**src/rtl/rdmap_pkg.sv**
```systemverilog
package rdmap_pkg;

  localparam int IDX_W  = 12;
  localparam int CNT_W  = 12;
  localparam int BASE_W = 36;

  typedef enum logic [2:0] {
    ERR_NONE     = 3'd0,
    ERR_INVALID  = 3'd1,
    ERR_EXISTS   = 3'd2,
    ERR_NOTFOUND = 3'd3,
    ERR_RANGE    = 3'd4
  } errCode_t;

  typedef struct packed {
    logic             store;
    logic [IDX_W-1:0] slot;
  } tblCmd_t;

endpackage

```
**src/rtl/rdmap_ctrl.sv**
```systemverilog
module rdmap_ctrl
  import rdmap_pkg::*;
#(
  parameter int DEPTH = 8,
  parameter int PA_W  = 48,
  localparam int CW   = $clog2(DEPTH + 1)
) (
  input  logic          clk,
  input  logic          rstN,
  input  logic          wrEn,
  input  logic [63:0]   wrDesc,
  output logic [2:0]    wrErr,
  output tblCmd_t       cmd,
  output logic [CW-1:0] numRegs
);

  logic [IDX_W-1:0]  idxF;
  logic [3:0]        flagsF;
  logic [BASE_W-1:0] baseF;
  logic [CNT_W-1:0]  cntF;
  logic [63:0]       regionEnd;
  logic [63:0]       paLimit;
  errCode_t          verdict;

  assign cntF   = wrDesc[63:52];
  assign baseF  = wrDesc[51:16];
  assign flagsF = wrDesc[15:12];
  assign idxF   = wrDesc[11:0];

  assign regionEnd = {12'd0, baseF, 16'd0} + ({52'd0, cntF} << 17);
  assign paLimit   = 64'd1 << PA_W;

  always_comb begin
    verdict = ERR_NONE;
    if (idxF < IDX_W'(numRegs))
      verdict = ERR_EXISTS;
    else if (idxF != IDX_W'(numRegs) || numRegs == CW'(DEPTH))
      verdict = ERR_INVALID;
    else if (flagsF != 4'd0 || cntF == '0)
      verdict = ERR_INVALID;
    else if (regionEnd > paLimit)
      verdict = ERR_RANGE;
  end

  assign wrErr     = wrEn ? verdict : ERR_NONE;
  assign cmd.store = wrEn && (verdict == ERR_NONE);
  assign cmd.slot  = idxF;

  always_ff @(posedge clk) begin
    if (!rstN)          numRegs <= '0;
    else if (cmd.store) numRegs <= numRegs + 1'b1;
  end


  reject_keeps_count_chk: assert property (@(posedge clk) disable iff (!rstN)
    (wrEn && wrErr != ERR_NONE) |=> $stable(numRegs));


  accept_grows_count_chk: assert property (@(posedge clk) disable iff (!rstN)
    (wrEn && wrErr == ERR_NONE) |=> numRegs == $past(numRegs) + 1'b1);


  count_bounded_chk: assert property (@(posedge clk) disable iff (!rstN)
    numRegs <= CW'(DEPTH));


  idle_write_code_chk: assert property (@(posedge clk) disable iff (!rstN)
    !wrEn |-> wrErr == ERR_NONE);

endmodule

```
**src/rtl/rdmap_table.sv**
```systemverilog
module rdmap_table
  import rdmap_pkg::*;
#(
  parameter int DEPTH    = 8,
  parameter int PA_W     = 48,
  parameter int NUM_CPUS = 4,
  localparam int CW      = $clog2(DEPTH + 1),
  localparam int SUM_W   = CNT_W + $clog2(DEPTH) + 1
) (
  input  logic              clk,
  input  logic              rstN,
  input  tblCmd_t           cmd,
  input  logic [BASE_W-1:0] wrBase,
  input  logic [CNT_W-1:0]  wrCnt,
  input  logic [CW-1:0]     numRegs,
  input  logic              rdEn,
  input  logic [IDX_W-1:0]  rdIdx,
  output logic [63:0]       rdDesc,
  output logic [2:0]        rdErr,
  input  logic [SUM_W-1:0]  lkNum,
  output logic [PA_W-1:0]   lkAddr,
  output logic              lkValid,
  output logic              cpusCovered
);

  logic [BASE_W-1:0] baseQ    [DEPTH];
  logic [CNT_W-1:0]  cntQ     [DEPTH];
  logic [SUM_W-1:0]  startSum [DEPTH+1];

  assign startSum[0] = '0;

  for (genvar i = 0; i < DEPTH; i++) begin : g_slot
    always_ff @(posedge clk) begin
      if (!rstN) begin
        baseQ[i] <= '0;
        cntQ[i]  <= '0;
      end else if (cmd.store && cmd.slot == IDX_W'(i)) begin
        baseQ[i] <= wrBase;
        cntQ[i]  <= wrCnt;
      end
    end
    assign startSum[i+1] = startSum[i] +
      ((CW'(i) < numRegs) ? SUM_W'(cntQ[i]) : SUM_W'(0));
  end

  assign cpusCovered = startSum[DEPTH] >= SUM_W'(NUM_CPUS);

  logic rdHit;
  assign rdHit = rdIdx < IDX_W'(numRegs);

  always_comb begin
    rdDesc = '0;
    rdErr  = ERR_NONE;
    if (rdEn) begin
      if (!rdHit) rdErr = ERR_NOTFOUND;
      else begin
        for (int i = 0; i < DEPTH; i++)
          if (rdIdx == IDX_W'(i)) rdDesc = {cntQ[i], baseQ[i], 4'd0, rdIdx};
      end
    end
  end

  always_comb begin
    lkValid = 1'b0;
    lkAddr  = '0;
    for (int i = 0; i < DEPTH; i++) begin
      if (CW'(i) < numRegs && lkNum >= startSum[i] && lkNum < startSum[i+1]) begin
        lkValid = 1'b1;
        lkAddr  = PA_W'({baseQ[i], 16'd0}) + (PA_W'(lkNum - startSum[i]) << 17);
      end
    end
  end


  lookup_frame_align_chk: assert property (@(posedge clk) disable iff (!rstN)
    lkValid |-> lkAddr[15:0] == 16'd0);


  lookup_miss_zero_chk: assert property (@(posedge clk) disable iff (!rstN)
    !lkValid |-> lkAddr == '0);


  notfound_zero_data_chk: assert property (@(posedge clk) disable iff (!rstN)
    (rdErr == ERR_NOTFOUND) |-> rdDesc == 64'd0);


  idle_read_code_chk: assert property (@(posedge clk) disable iff (!rstN)
    !rdEn |-> rdErr == ERR_NONE);

endmodule

```
**src/rtl/rdmap_top.sv**
```systemverilog
module rdmap_top
  import rdmap_pkg::*;
#(
  parameter int DEPTH    = 8,
  parameter int PA_W     = 48,
  parameter int NUM_CPUS = 4,
  localparam int CW      = $clog2(DEPTH + 1),
  localparam int SUM_W   = CNT_W + $clog2(DEPTH) + 1
) (
  input  logic             clk,
  input  logic             rstN,
  input  logic             wrEn,
  input  logic [63:0]      wrDesc,
  output logic [2:0]       wrErr,
  input  logic             rdEn,
  input  logic [11:0]      rdIdx,
  output logic [63:0]      rdDesc,
  output logic [2:0]       rdErr,
  input  logic [SUM_W-1:0] lkNum,
  output logic [PA_W-1:0]  lkAddr,
  output logic             lkValid,
  output logic             cpusCovered
);

  tblCmd_t       cmd;
  logic [CW-1:0] numRegs;

  rdmap_ctrl #(.DEPTH(DEPTH), .PA_W(PA_W)) u_ctrl (
    .clk(clk), .rstN(rstN), .wrEn(wrEn), .wrDesc(wrDesc),
    .wrErr(wrErr), .cmd(cmd), .numRegs(numRegs)
  );

  rdmap_table #(.DEPTH(DEPTH), .PA_W(PA_W), .NUM_CPUS(NUM_CPUS)) u_table (
    .clk(clk), .rstN(rstN), .cmd(cmd),
    .wrBase(wrDesc[51:16]), .wrCnt(wrDesc[63:52]), .numRegs(numRegs),
    .rdEn(rdEn), .rdIdx(rdIdx), .rdDesc(rdDesc), .rdErr(rdErr),
    .lkNum(lkNum), .lkAddr(lkAddr), .lkValid(lkValid),
    .cpusCovered(cpusCovered)
  );

endmodule

```
**config.mk**
```make
export PLATFORM = sky130hd
export DESIGN_NAME = rdmap_top
export DESIGN_NICKNAME = d
export VERILOG_FILES = /design/src/rtl/rdmap_pkg.sv /design/src/rtl/rdmap_ctrl.sv /design/src/rtl/rdmap_table.sv /design/src/rtl/rdmap_top.sv
export SDC_FILE = /design/constraint.sdc
export NUM_CORES = 2
export LEC_CHECK = 0
export BUFFER_PORTS_ARGS = -buffer_cell sky130_fd_sc_hd__buf_2
export CAP_MARGIN = 40
export CORE_ASPECT_RATIO = 2
export CORE_MARGIN = 1.5
export CORE_UTILIZATION = 40
export DETAILED_ROUTE_END_ITERATION = 6
export PLACE_DENSITY_LB_ADDON = 0.12
export RECOVER_POWER = 25
export SYNTH_ARGS = -nofsm -noshare
export SYNTH_HDL_FRONTEND = slang
export SYNTH_SLANG_ARGS = --single-unit
export TNS_END_PERCENT = 50
```
**constraint.sdc**
```tcl
create_clock -name clk -period 20.9 [get_ports clk]
set_input_delay 4.18 -clock clk [delete_from_list [all_inputs] [get_ports clk]]
set_output_delay 4.18 -clock clk [all_outputs]
set_load 0.01 [all_outputs]
```
# Yosys cells after proc, flatten, opt, wreduce, memory -nomap -nowiden
# Memory sizes are Yosys's and may differ from the RTL's.
# Index checks and enable logic that the tools add are counted.
# word_totals
ramBits	384
ff_bits	4
inputBits	96
mem_count	2
romBits	0
latchBits	0
# mem_list
name	words	width	read_ports	rd_clocked_by_memory_dff	write_ports	line_no	rtl
u_table.baseQ	8	36	8	0	8	rdmap_table.sv:26	logic [BASE_W-1:0] baseQ [DEPTH];
u_table.cntQ	8	12	8	0	8	rdmap_table.sv:27	logic [CNT_W-1:0] cntQ [DEPTH];
# classes
n_mux	82
div	0
add_sub_neg	24
multipliers	0
n_shift	0
n_eq_ne	16
n_reduce_logical	32
order_cmp	28
bitwise	16
# op_table
operator	count
$mux W64	10
$mux W48	8
$add A48 B48 Y48	7
$mux W36	8
$mux W12	16
$lt A16 B16 Y1	8
$sub A16 B16 Y17	7
$add A16 B16 Y16	7
$ge A16 B16 Y1	7
$eq A12 B3 Y1 const B	8
$gt A64 B49 Y1 const B	1
$add A52 B29 Y53	1
$add A48 B33 Y48	1
$eq A12 B2 Y1 const B	4
$logic_not A12 Y1	3
$mux W1	33
$logic_and A1 B1 Y1	25
$eq A12 B1 Y1 const B	2
$lt A12 B4 Y1	2
$mux W3	6
$ge A16 B1 Y1 const B	1
$ge A16 B3 Y1 const B	1
$lt A3 B4 Y1 const A	4
$or A1 B1 Y1	16
9 further kinds	12

# Depth between registers and ports, before layout
# logic_depth
depth_word	13
ltp_mapped	60

# Cells and area by module
# A second synthesis with hierarchy kept.
# hier_totals
hier_cells	4616
area_unflattened_um2	41402.2
# by_module_without_submodules
mod	area_per_inst_um2	instances	cells_per_inst
rdmap_table	39340.2	1	4314
rdmap_ctrl	2062.0	1	302

# Worst setup path before layout
# OpenSTA, ideal clock, no wires.
# synth_timing
kind	flip-flop to output port
from	register u_ctrl.numRegs[3]
to	output lkAddr[47]
n_path_buf	2
path_slack_ns	4.694
stages_incl_launch_ff	58
arrival_ns	12.026
required_time_ns	16.720
cell_sequence	dfxtp_1 buf_6 inv_1 nand3_1 clkbuf_1 and2_1 ha_1 inv_1 fa_1 nor2b_1 o22ai_1 xor2_1 inv_1 ha_1 a21oi_1 a21boi_0 xnor2_1 inv_1 [22 not listed] ha_1 nand3_1 o21ai_0 or3_1 a21oi_1 ha_1 o21ai_0 nand2_1 a21oi_1 a31oi_1 a41oi_1 a2111oi_0 nor3_1 o41a_1 a31o_2 nor4_1 mux2i_1 mux2_2
# synth_via
elab_chain_len	12
# synth_lines
element	line_no	rtl
start: declaration	rdmap_ctrl.sv:14	output logic [CW-1:0] numRegs
start signal: assignment	rdmap_ctrl.sv:51	else if (cmd.store) numRegs <= numRegs + 1'b1;
branches (longest 11 deep; another with $add A48 B48 Y48)	-	
$mux W48 (*)	rdmap_table.sv:67	if (CW'(i) < numRegs && lkNum >= startSum[i] && lkNum < startSum[i+1]) begin
end: declaration	rdmap_top.sv:20	output logic [PA_W-1:0] lkAddr,
# Every way passes the cells marked *.

# Worst setup path after layout
# layout_timing
from	register u_ctrl.numRegs[0]
to	output lkAddr[47]
# Same word-level chain as after synthesis.

==> results.sh <==
export IMPL_via_count=36300
export IMPL_cts_hold_buffers=0
export IMPL_clk_pin_slew_worst_paths_ns=0.06
export IMPL_slew_headroom=-1.32
export IMPL_status="finished, violations left"
export IMPL_fmax_ghz=0.0529
export IMPL_route_met3_wl_mm=6.12
export IMPL_setup_tns_ns=0
export IMPL_maxCapViolations=5
export IMPL_initial_utilization=0.402
export IMPL_die_y_um=451
export IMPL_worstPathArrival_ns=14.73
export IMPL_power_frac_comb=0.233
export IMPL_dr_first_iter_drc_count=2565
export IMPL_drive_gt1_frac=0.0876
export IMPL_cts_max_path_buffers=3
export IMPL_slowest_delay_ns=0.65
export IMPL_highest_layer="met5"
export IMPL_switching_share=0.317
export IMPL_rsz0062_at_grt="no"
export IMPL_grtUsageTotal=0.351
export IMPL_via_per_inst=5.95
export IMPL_slew_violations=235
export IMPL_grt_pass1_vias=36400
export IMPL_ant_nets=0
export IMPL_yosys_warnings=0
export IMPL_core_area_mm2=0.0995
export IMPL_final_nets=5291
export IMPL_antenna_found_initial=2
export IMPL_switching_power_uw=714
export IMPL_wl_per_cell_um=29.5
export IMPL_synth_seq_cells=388
export IMPL_wl_met2_mm=91.7
export IMPL_io_buffers=185
export IMPL_clkPwrFrac=0.362
export IMPL_end_kind="primary output"
export IMPL_ctsHtreeMaxLevel=2
export IMPL_worst_pin_slew_ns=3.47
export IMPL_dr_pass1_iters=5
export IMPL_endpoint="lkAddr[47]"
export IMPL_instances_no_fill=6103
export IMPL_p_per_area_mw_per_mm2=51.1
export IMPL_wl_mm=180
export IMPL_p_seq_frac=0.406
export IMPL_grt_first_pass_wirelength_mm=252
export IMPL_gp_congestion=0.966
export IMPL_violations="max-capacitance violations, max-slew violations"
export IMPL_post_cts_setup_buffers=0
export IMPL_async_flop_share=0
export IMPL_reg2regPathDepth=14
export IMPL_wl_met1_mm=55.1
export IMPL_final_cell_mix="595 x nor2_1, 430 x ha_1, 384 x edfxtp_1"
export IMPL_hpwl_mm=143
export IMPL_placementRows=164
export IMPL_yosysSeqAreaShare=0.290
export IMPL_ctsResizeCount=0
export IMPL_cp_startpoint="u_ctrl.numRegs[0]"
export IMPL_tritoncts="yes"
export IMPL_cp_max_fo=13
export IMPL_finalSetupViolCount=0
export IMPL_required_ns=16.72
export IMPL_area_delta_synth_final_pct=10.3
export IMPL_post_route_drc_count=0
export IMPL_place_inst=6022
export IMPL_period_needed_ns=18.91
export IMPL_synth_cell_types=103
export IMPL_hold_path_class="flop to flop"
export IMPL_ff2ff_setup_slack_ns=14.06
export IMPL_start_kind="flop"
export IMPL_power_leakage_uw=0.0186
export IMPL_path_class="flop to primary output"
export IMPL_cp_slowest_cell="a2111oi_0"
export IMPL_clk_latency_ns=0.63
export IMPL_dieArea_mm2=0.102
export IMPL_syn_inst=4585
export IMPL_timing_rr_end="u_table.baseQ[0][28]"
export IMPL_pin_count=216
export IMPL_synth_area_mm2=0.0401
export IMPL_root_buffer="clkbuf_16"
export IMPL_intPower_uw=1540
export IMPL_clock_sinks=388
export IMPL_numCtsBuffers=42
export IMPL_timing_final_crit_share=0.905
export IMPL_final_hold_viol_count=0
export IMPL_grt_max_degree=65
export IMPL_final_common_cell="nor2_1"
export IMPL_peakVddDrop_v=0.0000513
export IMPL_synth_ff_type="edfxtp_1"
export IMPL_synth_avg_cell_area_um2=8.74
export IMPL_crit_path_frequent_cell="ha_1"
export IMPL_skew_ns=0.0354
export IMPL_synth_edff_count=384
export IMPL_die_w_um=227
export IMPL_timing_rr_start="u_ctrl.numRegs[3]"
export IMPL_grt_overflow=0
==> flip-flops by register name, summed over array words and instances (netlist names) <==
register        cells
u_table.baseQ     288
u_table.cntQ       96
u_ctrl.numRegs      4
==> stage by stage <==
step | util | power, uW | cell area, um^2 | hold WS, ns | setup WS (ns)
floorplan | - | 1280 | 40300 | 0.602 | 4.69
global placement | 0.427 | 1440 | 42500 | 0.633 | 2.65
detailed placement | 0.429 | 1450 | 42700 | 0.645 | 2.74
CTS | 0.444 | 2260 | 44100 | 0.668 | 2.06
global route | 0.444 | 2330 | 44200 | 0.732 | 0.978
finish | 0.444 | 2260 | 44200 | 0.673 | 1.99
==> cell usage after synthesis (24+ instances only) <==
cell type,instances,share of area
nor2_1,596,0.056
ha_1,430,0.13
edfxtp_1,384,0.29
a21oi_1,289,0.036
nand2_1,284,0.027
inv_1,260,0.024
xnor2_1,235,0.051
o21ai_0,201,0.025
a21o_1,173,0.032
xor2_1,158,0.035
clkbuf_1,138,0.013
a22oi_1,112,0.021
mux2i_1,102,0.025
and2_1,95,0.015
o21bai_1,85,0.016
nand3_1,84,0.010
nor3_1,82,0.010
a31oi_1,78,0.012
nor2b_1,61,0.0095
a221oi_1,52,0.011
nand2b_1,50,0.0078
o21a_1,42,0.0079
a211oi_1,40,0.0075
nand4_1,39,0.0061
buf_4,36,0.0067
and3_1,33,0.0052
or3_1,25,0.0039
a21boi_0,24,0.0045
mux2_2,24,0.0067
o211ai_1,24,0.0045
==> worst min path at each step <==
stage / start / end / slack [ns] / cells after the start
after floorplan: u_ctrl.numRegs[2] / u_ctrl.numRegs[2] / 0.60 / 2
after global placement: u_ctrl.numRegs[2] / u_ctrl.numRegs[2] / 0.63 / 2
after detailed placement: u_ctrl.numRegs[2] / u_ctrl.numRegs[2] / 0.65 / 2
after CTS: u_ctrl.numRegs[2] / u_ctrl.numRegs[2] / 0.67 / 2
after global routing: u_ctrl.numRegs[2] / u_ctrl.numRegs[2] / 0.73 / 2
final: u_ctrl.numRegs[2] / u_ctrl.numRegs[2] / 0.67 / 2
==> layout make-up <==
class	count	area, um^2
inverter	261	980
clock inverter	31	360
tap	1328	1660
timing repair buffer	258	1600
antenna	1	2.50
multi-input combinational	3791	26900
fill	10100	55400
sequential	388	11600
clock buffer	45	1060
==> per-layer routing <==
metal	global-route usage	vias up
met4	0.424	2
met3	0.0335	668
li1	-	17000
met5	0	-
met1	0.307	17300
met2	0.636	1273
==> power by group through the flow <==
stage               Combinational [uW]  Sequential [uW]  Clock, uW
global route                       575              914        845
finish                             524              915        816
CTS                                520              913        823
detailed placement                 517              930          0
global placement                   512              930          0
floorplan                          371              911          0
==> cells by family (layout without fill, tap and decap cells) <==
| logic type | Yosys count | in the layout | synth area share |
|---|---|---|---|
| other | 2 | 56 | 0.000187 |
| AND/OR/NAND/NOR | 1440 | 1440 | 0.167 |
| multiplexers | 140 | 140 | 0.0366 |
| buffers and inverters | 459 | 595 | 0.0472 |
| flip-flops | 388 | 388 | 0.290 |
| AO/OA/AOI/OAI | 1282 | 1282 | 0.215 |
| XOR/XNOR | 410 | 410 | 0.0952 |
| adder cells (fa/ha/maj) | 464 | 464 | 0.149 |
==> worst max-delay path, delay by kind of cell, from the launching register on <==
family / cells / cell delay [ns]
mux: 4 / 0.66
fa+ha+maj: 9 / 2.62
buf+inv: 8 / 0.98
xor+xnor: 4 / 1.20
flops: 1 / 0.41
compound gates: 19 / 4.81
simple gates: 15 / 3.43
Note: power is estimated with default switching activity, not from simulation.
